<file path="src/rtl/shiftadd_pkg.sv">
`timescale 1ns/1ps
package shiftadd_pkg;

    // Control states of the iterative multiplier
    typedef enum logic [1:0] {
        ST_IDLE = 2'd0,
        ST_RUN  = 2'd1,
        ST_DONE = 2'd2
    } mul_state_t;

    // Width of a counter able to hold values 0 .. n-1
    function automatic int cnt_width(input int n);
        return (n > 1) ? $clog2(n) : 1;
    endfunction

endpackage

</file>
<file path="src/rtl/shiftadd_cla.sv">
`timescale 1ns/1ps
// Carry-lookahead adder: full lookahead inside each group of GRP bits,
// group generate/propagate chained between groups.
module shiftadd_cla #(
    parameter int W   = 32,
    parameter int GRP = 4
) (
    input  logic [W-1:0] x,
    input  logic [W-1:0] y,
    input  logic         cin,
    output logic [W-1:0] sum,
    output logic         cout
);
    localparam int NG = (W + GRP - 1) / GRP;
    localparam int WP = NG * GRP;

    logic [WP-1:0] xp, yp, bp, bg, sp;
    logic [NG:0]   gc;

    always_comb begin
        xp = '0;
        yp = '0;
        xp[W-1:0] = x;
        yp[W-1:0] = y;
    end

    assign bp    = xp ^ yp;
    assign bg    = xp & yp;
    assign gc[0] = cin;

    for (genvar gi = 0; gi < NG; gi++) begin : g_grp
        logic [GRP-1:0] pp, gg;
        logic [GRP:0]   cc;
        logic           grp_g, grp_p, run;

        assign pp = bp[gi*GRP +: GRP];
        assign gg = bg[gi*GRP +: GRP];

        always_comb begin
            run = 1'b0;
            for (int j = 0; j <= GRP; j++) begin
                cc[j] = gc[gi];
                for (int k = 0; k < j; k++) cc[j] = cc[j] & pp[k];
                for (int k = 0; k < j; k++) begin
                    run = gg[k];
                    for (int m = k + 1; m < j; m++) run = run & pp[m];
                    cc[j] = cc[j] | run;
                end
            end
            grp_p = &pp;
            grp_g = 1'b0;
            for (int k = 0; k < GRP; k++) begin
                run = gg[k];
                for (int m = k + 1; m < GRP; m++) run = run & pp[m];
                grp_g = grp_g | run;
            end
        end

        assign sp[gi*GRP +: GRP] = pp ^ cc[GRP-1:0];
        assign gc[gi+1]          = grp_g | (grp_p & gc[gi]);
    end

    assign sum = sp[W-1:0];

    if (WP > W) begin : g_pad
        assign cout = sp[W];
    end else begin : g_nopad
        assign cout = gc[NG];
    end
endmodule

</file>
<file path="src/rtl/shiftadd_ctrl.sv">
`timescale 1ns/1ps
// Control state machine: accept, N run cycles, one done cycle.
module shiftadd_ctrl
    import shiftadd_pkg::*;
#(
    parameter int N = 32
) (
    input  logic clk,
    input  logic rst_n,
    input  logic start,
    output logic load,
    output logic step,
    output logic busy,
    output logic done
);
    localparam int CW = cnt_width(N);
    localparam logic [CW-1:0] LAST_CNT = CW'(N - 1);

    mul_state_t    state, state_nx;
    logic [CW-1:0] iter;
    logic          accept;

    // Start is honoured only outside the run state
    assign accept = start && (state != ST_RUN);

    // Next-state decode
    always_comb begin
        state_nx = state;
        unique case (state)
            ST_IDLE: if (accept) state_nx = ST_RUN;          // accept
            ST_RUN:  if (iter == LAST_CNT) state_nx = ST_DONE; // finish
            ST_DONE: state_nx = accept ? ST_RUN : ST_IDLE;   // restart / retire
            default: state_nx = ST_IDLE;
        endcase
    end

    // State register
    always_ff @(posedge clk or negedge rst_n) begin
        if (!rst_n) state <= ST_IDLE;
        else        state <= state_nx;
    end

    // Iteration counter
    always_ff @(posedge clk or negedge rst_n) begin
        if (!rst_n)                iter <= '0;
        else if (accept)           iter <= '0;
        else if (state == ST_RUN)  iter <= iter + 1'b1;
    end

    // Output decode
    always_comb begin
        load = accept;
        step = 1'b0;
        busy = 1'b0;
        done = 1'b0;
        unique case (state)
            ST_IDLE: ;
            ST_RUN:  begin step = 1'b1; busy = 1'b1; end
            ST_DONE: done = 1'b1;
            default: ;
        endcase
    end
endmodule

</file>
<file path="src/rtl/shiftadd_dpath.sv">
`timescale 1ns/1ps
// Accumulator, multiplicand register and the shared adder.
module shiftadd_dpath #(
    parameter int N   = 32,
    parameter int GRP = 4
) (
    input  logic           clk,
    input  logic           rst_n,
    input  logic           load,
    input  logic           step,
    input  logic [N-1:0]   mcand_in,
    input  logic [N-1:0]   mplier_in,
    output logic [2*N-1:0] acc
);
    localparam int AW = 2 * N;

    logic [N-1:0] mcand_q;
    logic [N-1:0] addend, hi_sum;
    logic         hi_carry;

    // Add the multiplicand only when the current bottom bit is set
    assign addend = acc[0] ? mcand_q : '0;

    shiftadd_cla #(.W(N), .GRP(GRP)) u_add (
        .x    (acc[AW-1:N]),
        .y    (addend),
        .cin  (1'b0),
        .sum  (hi_sum),
        .cout (hi_carry)
    );

    always_ff @(posedge clk or negedge rst_n) begin
        if (!rst_n) begin
            acc     <= '0;
            mcand_q <= '0;
        end else if (load) begin
            acc     <= {{N{1'b0}}, mplier_in};
            mcand_q <= mcand_in;
        end else if (step) begin
            acc     <= {hi_carry, hi_sum, acc[N-1:1]};
        end
    end
endmodule

</file>
<file path="src/rtl/shiftadd_mult.sv">
`timescale 1ns/1ps
// Top: N x N unsigned shift-add multiplier with a 2N-bit result.
module shiftadd_mult #(
    parameter int N   = 32,
    parameter int GRP = 4
) (
    input  logic           clk,
    input  logic           rst_n,
    input  logic           start,
    input  logic [N-1:0]   multiplicand,
    input  logic [N-1:0]   multiplier,
    output logic           busy,
    output logic           done,
    output logic [2*N-1:0] product
);
    logic load, step;

    shiftadd_ctrl #(.N(N)) u_ctrl (
        .clk   (clk),
        .rst_n (rst_n),
        .start (start),
        .load  (load),
        .step  (step),
        .busy  (busy),
        .done  (done)
    );

    shiftadd_dpath #(.N(N), .GRP(GRP)) u_dpath (
        .clk       (clk),
        .rst_n     (rst_n),
        .load      (load),
        .step      (step),
        .mcand_in  (multiplicand),
        .mplier_in (multiplier),
        .acc       (product)
    );
endmodule

</file>
<file path="config.mk">
export PLATFORM = sky130hd
export DESIGN_NAME = shiftadd_mult
export DESIGN_NICKNAME = d
export VERILOG_FILES = /design/src/rtl/shiftadd_pkg.sv /design/src/rtl/shiftadd_cla.sv /design/src/rtl/shiftadd_ctrl.sv /design/src/rtl/shiftadd_dpath.sv /design/src/rtl/shiftadd_mult.sv
export SDC_FILE = /design/constraint.sdc
export NUM_CORES = 1
export LEC_CHECK = 0
export ABC_CLOCK_PERIOD_IN_PS = 9300
export CORE_UTILIZATION = 42
export DETAILED_ROUTE_END_ITERATION = 7
export PLACE_DENSITY_LB_ADDON = 0.08
export SYNTH_ARGS = -nofsm -noshare
export SYNTH_HDL_FRONTEND = slang
export SYNTH_SLANG_ARGS = --single-unit
export TNS_END_PERCENT = 30
</file>
<file path="constraint.sdc">
create_clock -name clk -period 9.3 [get_ports clk]
set_clock_uncertainty 0.1 [all_clocks]
set_input_delay 1.86 -clock clk [delete_from_list [all_inputs] [get_ports clk]]
set_output_delay 1.86 -clock clk [all_outputs]
set_load 0.05 [all_outputs]
</file>
; Yosys cells after proc, flatten, opt, wreduce, memory -nomap -nowiden
; Cells that the tools add are included.
[classes]
add_sub_neg = 1
multipliers = 0
div_mod_pow = 0
order_cmp = 0
n_eq_ne = 6
n_shift = 0
mux = 11
n_bitwise = 162
reduce_logical = 12
[ops]
columns = operator, n
row1 = two-way mux 64 bit, 2
row2 = bitwise AND 1 bit, 76
row3 = OR 1 bit, 76
row4 = bitwise AND 32 bit, 1
row5 = two-way mux 32 bit, 1
row6 = bitwise XOR 32 bit, 1
row7 = bitwise XOR 4 bit, 8
row8 = AND reduction 4 bit, 7
row9 = two-way mux 5 bit, 2
row10 = "inequality test 2 x 1 -> 1 bit, second input constant", 3
row11 = one-hot mux 2 bit (3 select lines), 1
row12 = "adder 5 x 1 -> 5 bit, second input constant", 1
row13 = "== test 5 bit, second input constant", 1
row14 = two-way mux 2 bit, 2
row15 = nonzero test 2 bit, 2
row16 = two-way mux 1 bit, 3
row17 = "== test 2 x 1 -> 1 bit, second input constant", 1
row18 = "== test 2 bit, second input constant", 1
row19 = zero test 2 bit, 1
row20 = AND reduction 2 bit, 1
row21 = logical AND 1 bit, 1
[totals]
register_bits = 103
latch_bits = 0
ram_bits = 0
mem_bits_ro = 0
inputBits = 67
output_inout_bits = 66
wordCells = 196
n_memories = 0

; Depth between registers and ports, before layout
; Gate-level depths: netlist (run 1).
[depth]
depth_word = 29
depth_mapped = 15
ltp_nobuf = 14

; By module
; Synthesis (run 1) repeated with hierarchy kept, for this count alone.
[unflattened]
cells_unflattened = 546
hier_area_um2 = 6064.6
[modules_own_cells]
columns = mod, instances, cells_per_inst, area_per_inst_um2, seq_area_each_um2
row1 = shiftadd_dpath, 1, 345, 4304.1, 2402.3
row2 = shiftadd_cla, 1, 167, 1398.8, 0.0
row3 = shiftadd_ctrl, 1, 34, 361.6, 175.2

; Worst setup path before layout (run 1)
; OpenSTA, ideal clock, no wires.
[synth_timing]
kind = flip-flop to flip-flop
from = register u_dpath.acc[0]
to = register u_dpath.acc[58]
setup_time_ns = 0.133
t_arrival_ns = 3.136
t_required_ns = 9.067
setup_slack_ns = 5.931
path_stages_with_launch = 16
path_buffers = 1
period_less_slack_ns = 3.369
path_cell_list = dfrtp_1 -> clkbuf_1 -> and2_1 -> ha_1 -> ha_1 -> o211ai_1 -> a211oi_1 -> a211o_4 -> a21o_2 -> o221a_1 -> ha_1 -> o21ai_0 -> nand2b_1 -> a21oi_1 -> xor2_1 -> o21ai_0
[synth_via]
elab_chain_cells = 27
elab_cells_between_ends = 84
cone_classes = mux (3) / bitwise (76) / reduce/logical (5)
[synth_lines]
columns = item, line
row1 = "start, declared", shiftadd_dpath.sv:13  ; output logic [2*N-1:0] acc
row2 = "start signal, assigned", shiftadd_dpath.sv:37  ; acc <= {{N{1'b0}}, mplier_in};
row3 = "start signal, assigned", shiftadd_dpath.sv:40  ; acc <= {hi_carry, hi_sum, acc[N-1:1]};
row4 = two-way mux 32 bit (*), shiftadd_dpath.sv:22  ; assign addend = acc[0] ? mcand_q : '0;
row5 = bitwise AND 32 bit or bitwise XOR 32 bit (tied branches), "shiftadd_cla.sv:28, shiftadd_cla.sv:27"
row6 = bitwise AND 1 bit (3 in a row), shiftadd_cla.sv:54  ; for (int m = k + 1; m < GRP; m++) run = run & pp[m];
row7 = OR 1 bit (3 in a row), shiftadd_cla.sv:55  ; grp_g = grp_g | run;
row8 = bitwise AND 1 bit, shiftadd_cla.sv:60  ; assign gc[gi+1] = grp_g | (grp_p & gc[gi]);
row9 = OR 1 bit, shiftadd_cla.sv:60
row10 = bitwise AND 1 bit, shiftadd_cla.sv:60
row11 = OR 1 bit, shiftadd_cla.sv:60
row12 = (+3 left out), --
row13 = OR 1 bit, shiftadd_cla.sv:60
row14 = bitwise AND 1 bit, shiftadd_cla.sv:60
row15 = OR 1 bit, shiftadd_cla.sv:60
row16 = bitwise AND 1 bit (3 in a row), --
row17 = OR 1 bit (3 in a row), shiftadd_cla.sv:47  ; cc[j] = cc[j] | run;
row18 = bitwise XOR 4 bit (*), shiftadd_cla.sv:59  ; assign sp[gi*GRP +: GRP] = pp ^ cc[GRP-1:0];
row19 = two-way mux 64 bit (*), shiftadd_dpath.sv:39  ; end else if (step) begin
row20 = two-way mux 64 bit (*), shiftadd_dpath.sv:36  ; end else if (load) begin
; Every way passes the cells marked *; elsewhere a longest branch is shown, timed or not. The select of a mux whose other input is x is not followed.
; A chain may end at the register's enable or synchronous reset.

; Worst setup path in the final report (run 1)
[layout_timing]
from = register u_ctrl.state[1]
to = output port busy
[layout_via]
elab_chain_cells = 2
[layout_lines]
columns = item, line
row1 = "start, declared", shiftadd_ctrl.sv:19  ; mul_state_t state, state_nx;
row2 = "start signal, assigned", shiftadd_ctrl.sv:40  ; else state <= state_nx;
row3 = == test 2 x 1 -> 1 bit, shiftadd_ctrl.sv:56  ; unique case (state)
row4 = two-way mux 1 bit, shiftadd_ctrl.sv:56
row5 = "end, declared", shiftadd_mult.sv:12  ; output logic busy,
; No other way between the ends.

==> out/metrics.cfg, run 1 <==
[sta]
final.setup.tns_ps = 0
fin_crit_sh_pct = 47.5
slew_headroom_pct = 29.3
finalHoldViolations = 0
worst_pin_slew_ps = 1060
post-route-min-period_ps = 4420
hold_ws_ps = 399
rsz0062_at_grt = no
drv_slew = 0
clock.fmax_mhz = 226
setup_viol = 0
fin_ws_ps = 4880

[die]
die_y_um = 119
coreArea_mm2 = 0.0133
die_w_um = 119
pin_count = 133
start_util_pct = 43.4
row_count = 42
dieArea_mm2 = 0.0142

[layout]
multi_input_area_mm2 = 0.00300
final_nets = 796
drive_above_1_share_pct = 9.37
final_cell_mix = clkdlybuf4s50_1 (130), dfrtp_1 (103), o21ai_0 (75), nand2_1 (65), ha_1 (42)
diodes = 0
fin_util_pct = 56.7
nFillCells = 1192
final_common_cell = clkdlybuf4s50_1
syn_to_final_growth_pct = 30.7
regArea_mm2 = 0.00258

[critical_path]
ff2ff_setup_slack_ps = 5500
critPathLaunch = u_ctrl.state[1]
critical_path_required_ps = 7340
critPathKind = register to output port
critical_path_arrival_ps = 2460
reg2regPathDepth = 15
crit_path_end_kind = output port
r2r_end = u_dpath.acc[58]
r2r_start = u_dpath.acc[0]
path_max_fanout = 89
critPathLaunchType = register

[logic_synthesis]
syn-num-nets = 676
avgSynthCellArea_um2 = 10.3
yosysWarnings = 0
synth-seq-cells = 103
synth_ff_type = dfrtp_1
synthDistinctLibCells = 42
synth-edff-count = 0
syn_inst = 559
synth-seq-area-share_pct = 44.7
synthArstFlopShare_pct = 100
synth.cell_area_mm2 = 0.00577

[run]
drv_cap = 0

[clock_tree]
hold_buffers = 0
cts_tree = built
cts_buffers = 9
clock_sinks = 103
postCtsSetupRepairBufs = 0
h-tree-depth = 3
cts_resized = 0
clkSlewWorstSetupHoldPaths_ps = 60
cts_root_buffer = clkbuf_16
clk_latency_ps = 350
clk_path_buf_depth = 2

[drt]
wirelength_um = 13000
viasPerCell = 5.11
final_antenna_net_count = 0
route.detailed.drc = 0
wl_per_cell_um = 15.1
drt_pass1_iterations = 4
dr.first_iter.drc_count = 227
dr_total_vias = 4386

[grt]
grt_first_pass_wirelength_um = 21900
track_usage_pct = 19.6
grt_pass1_vias = 4508
grt_start_max_net_pins = 90
overflow = 0
antenna_found_initial = 0

[hold_path]
worstHoldPathType = register to register
holdPathStages = 1
min-delay-start = u_dpath.mcand_q[18]
holdPathEnd = u_dpath.mcand_q[18]

[power_and_ir_drop]
power_density_mw_per_mm2 = 400
p_leak_uw = 0.00335
power_uw = 3020
peakVddDrop_uv = 181

[placement]
post-place-ws_ps = 5220
numPortBuffers = 132
gp_congestion = 0.778
dpl.hpwl_um = 8980

[outcome]
status = complete, no violations

## synthesized netlist by cell type, types with 2 or more instances
master / count / area share [%]
a21o_2: 2 / 0.30
o21ai_0: 75 / 6.5
a21oi_1: 20 / 1.7
nand4_1: 4 / 0.43
nand2b_1: 10 / 1.1
nand2_1: 65 / 4.2
mux2_2: 32 / 6.2
nand3_1: 27 / 2.3
nor2_1: 9 / 0.59
o211ai_1: 2 / 0.26
xor2_1: 8 / 1.2
ha_1: 42 / 9.1
and2_1: 30 / 3.3
inv_1: 19 / 1.2
fa_1: 8 / 2.8
xnor2_1: 16 / 2.4
buf_2: 12 / 1.0
mux2i_1: 32 / 5.6
o31ai_1: 6 / 0.78
clkbuf_1: 15 / 0.98
dfrtp_1: 103 / 45
buf_1: 2 / 0.13
## power by group
| group | internal, uW | switching (uW) | total, uW |
|---|---|---|---|
| clock network | 241 | 164 | 405 |
| logic | 685 | 1080 | 1760 |
| registers | 681 | 171 | 852 |
## registers in the layout, summed over array words and instances, names as in the netlist
register         count
u_dpath.acc         64
u_dpath.mcand_q     32
u_ctrl.iter          5
u_ctrl.state         2
## per-stage QoR
step	area (um^2)	instances
floorplan	5770	559
finish	7540	859
CTS	7540	859
global placement	7230	844
detailed placement	7230	844
global route	7540	859
## worst max-delay path by stage
stage                      endpoint  cells after the start  slack, ps
global placement               busy                      4       5220
CTS                            busy                      4       4830
floorplan           u_dpath.acc[58]                     15       5930
detailed placement             busy                      4       5220
finish                         busy                      4       4880
global route                   busy                      4       4700
## cell type report
| class | instances | area share, % |
|---|---|---|
| Inverter | 20 | 0.996 |
| Timing Repair Buffer | 138 | 18.0 |
| Tap cell | 176 | 2.92 |
| Sequential cell | 103 | 34.2 |
| Multi-Input combinational cell | 407 | 39.7 |
| Clock inverter | 4 | 0.929 |
| Clock buffer | 11 | 3.22 |
## routing by layer
metal	vias up	wire length, um	global-route usage (%)
met5	-	0	0
met4	0	112	4.51
met3	7	803	6.66
met2	92	6140	32.1
met1	2122	5940	24.9
li1	2165	-	-
## logic make-up (layout without fill, tap and decap cells)
family          count (synthesis)  in the layout  synth area share, %
simple gates                  152            152                 12.8
compound gates                117            117                 11.8
flops                         103            103                 44.7
mux                            64             64                 11.8
fa+ha+maj                      50             50                 11.9
buf+inv                        49            173                 3.45
xor+xnor                       24             24                 3.64
## worst max-delay path: stages, from the launching register on
cell,delay (ps)
dfrtp_1,370
nand2b_2,190
inv_2,40
buf_4,570
clkdlybuf4s50_1,940
Power figures use the tool's default switching activity.
==> run 2, diff against run 1 <==
--- a/config.mk
+++ b/config.mk
@@ -5,7 +5,7 @@
 export SDC_FILE = /design/constraint.sdc
 export NUM_CORES = 1
 export LEC_CHECK = 0
-export ABC_CLOCK_PERIOD_IN_PS = 9300
+export ABC_CLOCK_PERIOD_IN_PS = 3740
 export CORE_UTILIZATION = 42
 export DETAILED_ROUTE_END_ITERATION = 7
 export PLACE_DENSITY_LB_ADDON = 0.08
==> constraint.sdc (replaced) <==
create_clock -name clk -period 3.74 [get_ports clk]
set_clock_uncertainty 0.1 [all_clocks]
set_input_delay 0.748 -clock clk [delete_from_list [all_inputs] [get_ports clk]]
set_output_delay 0.748 -clock clk [all_outputs]
set_load 0.05 [all_outputs]
==> out/metrics.cfg, run 2 (synthesized netlist as in run 1, its figures left out) <==
[drt]
dr.first_iter.drc_count = 155  ; -32%
drt_pass1_iterations = 4  ; unchanged
final_antenna_net_count = 0  ; unchanged
route.detailed.drc = 0  ; unchanged
wl_per_cell_um = 15.1  ; -0.49%
viasPerCell = 5.09  ; -0.23%
dr_total_vias = 4386  ; unchanged
wirelength_um = 13000  ; -0.26%

[outcome]
status = complete, no violations

[grt]
track_usage_pct = 19.6  ; about the same
overflow = 0  ; unchanged
grt_start_max_net_pins = 89  ; -1.1%
grt_pass1_vias = 4406  ; -2.3%
grt_first_pass_wirelength_um = 21800  ; -0.66%
antenna_found_initial = 0  ; unchanged

[die]
die_w_um = 119  ; unchanged
die_y_um = 119  ; unchanged
row_count = 42  ; unchanged
coreArea_mm2 = 0.0133  ; unchanged
dieArea_mm2 = 0.0142  ; unchanged
pin_count = 133  ; unchanged
start_util_pct = 43.4  ; unchanged

[layout]
instances_no_fill = 861  ; +0.23%
nFillCells = 1176  ; -1.3%
largest_reg_flops = 64  ; unchanged
top_register = u_dpath.acc
largest_registers = u_dpath.acc x64, u_dpath.mcand_q x32, u_ctrl.iter x5
syn_to_final_growth_pct = 31.1
drive_above_1_share_pct = 9.34  ; -0.027 points
regArea_mm2 = 0.00258  ; unchanged
design_area_mm2 = 0.00757  ; +0.33%
multi_input_area_mm2 = 0.00300  ; unchanged
final_cell_mix = clkdlybuf4s50_1 (130), dfrtp_1 (103), o21ai_0 (75), nand2_1 (65), ha_1 (42)
final_common_cell = clkdlybuf4s50_1
diodes = 0  ; unchanged
final_nets = 797  ; +0.13%

[clock_tree]
cts_resized = 0  ; unchanged
postCtsSetupRepairBufs = 0  ; unchanged
h-tree-depth = 3  ; unchanged
hold_buffers = 0  ; unchanged
clk_path_buf_depth = 2  ; unchanged
cts_tree = built
clock_sinks = 103  ; unchanged
clkSlewWorstSetupHoldPaths_ps = 70  ; about the same
cts_root_buffer = clkbuf_16
cts_buffers = 9  ; unchanged
clk_latency_ps = 360  ; about the same

[critical_path]
crit_path_max_incr_delay_ps = 490  ; -450 ps
reg2regPathDepth = 14  ; -1
critical_path_arrival_ps = 3570  ; +1110 ps
crit_family = compound AO/OA/AOI/OAI gates
critPathKind = register to register
cp_cell_sequence = buf_12, and2_1, ha_1, a21oi_1, o21ai_0, a221o_1, a21o_2, o221a_1, ha_1, o21ai_0, nand2b_1, a21oi_1, xor2_1, o21ai_0
critPathLaunchType = register
crit_top_cell = o21ai_0
critical_path_required_ps = 3860  ; -3480 ps
critical_path_buf_inv_count = 1  ; -2
crit_path_end_kind = register
path_max_fanout = 26  ; -71%
critical_path_depth = 14  ; +10
critPathSlowestCell = dfrtp_1

[sta]
rsz0062_at_grt = no
finalHoldViolations = 0  ; unchanged
hold_ws_ps = 379  ; -20.0 ps
setup_viol = 0  ; unchanged
clock.fmax_mhz = 290
post-route-min-period_ps = 3450
fin_crit_sh_pct = 92.3
drv_slew = 0  ; unchanged
worst_pin_slew_ps = 919  ; -140 ps
slew_headroom_pct = 38.6  ; +9.3 points
final.setup.tns_ps = 0  ; unchanged

[hold_path]
worstHoldPathType = input pin to asynchronous set/reset pin

[power_and_ir_drop]
power_density_mw_per_mm2 = 986  ; +150%
peakVddDrop_uv = 458  ; +150%
p_leak_uw = 0.00336  ; +0.12%
power_uw = 7460  ; +150%

[placement]
dpl.hpwl_um = 9220  ; +2.7%
placed_cells = 845  ; +0.12%
postPlaceCellArea_mm2 = 0.00727  ; +0.62%
gp_congestion = 0.805  ; +3.5%
numPortBuffers = 132  ; unchanged

[run]
drv_cap = 0  ; unchanged

-- run 2: cell count changes in the layout (fill, tap and decap cells not counted), sizes merged --
cell | previous run | this run
buf | 8 | 9
bufinv | 2 | 1
clkbuf | 11 | 13
clkinv | 2 | 1
clkinvlp | 0 | 1
-- run 2: worst reg2reg max path: cells and delay by family, from the launching register on --
family | cells | cell delay (ps)
AO/OA/AOI/OAI | 8 | 1600
adder cells (fa/ha/maj) | 2 | 510
XOR/XNOR | 1 | 160
buffers and inverters | 1 | 210
flip-flops | 1 | 490
AND/OR/NAND/NOR | 2 | 260
-- run 2: path summary, 6_finish.rpt --
kind	startpoint	endpoint	slack (ps)
max	u_dpath.acc[0]	u_dpath.acc[58]	290
min	rst_n	u_dpath.mcand_q[18]	380
max reg2reg	u_dpath.acc[0]	u_dpath.acc[58]	290
min reg2reg	u_dpath.mcand_q[30]	u_dpath.mcand_q[30]	400
max in group asynchronous	rst_n	u_dpath.mcand_q[5]	2470
min in group clk	u_dpath.mcand_q[30]	u_dpath.mcand_q[30]	400
-- run 2: cell type report --
type,count,share of cell area (%)
clock buffer,13,3.31
tap,176,2.91
inverter,20,0.992
multi-input combinational,407,39.6
clock inverter,3,0.562
timing repair buffer,139,18.6
sequential,103,34.1
-- run 2: stage by stage --
step	utilization (%)	worst slack [ps]
detailed placement	54.7	324
finish	56.9	289
CTS	56.9	271
floorplan	-	371
global route	56.9	43.0
global placement	54.7	414
-- run 2: power breakdown --
group,leakage [uW],total (uW),switching (uW),internal (uW)
registers,0.00126,2120,427,1700
logic,0.00196,4400,2680,1720
clock network,0.000140,945,408,537
total,0.00336,7460,3510,3950
-- run 2: routing by layer --
layer  wire length (um)  global-route usage [%]  up-vias
li1                   -                       -     2178
met3                739                    6.42       14
met4                174                    5.38        0
met5                  0                       0        -
met2               5900                    30.5       89
met1               6160                    26.0     2105
==> run 3, diff against run 2 <==
--- a/config.mk
+++ b/config.mk
@@ -6,6 +6,7 @@
 export NUM_CORES = 1
 export LEC_CHECK = 0
 export ABC_CLOCK_PERIOD_IN_PS = 3740
+export CAP_MARGIN = 20
 export CORE_UTILIZATION = 42
 export DETAILED_ROUTE_END_ITERATION = 7
 export PLACE_DENSITY_LB_ADDON = 0.08
==> results of run 3 <==
No change in the layout: final DEF, timing and power equal those of run 2.
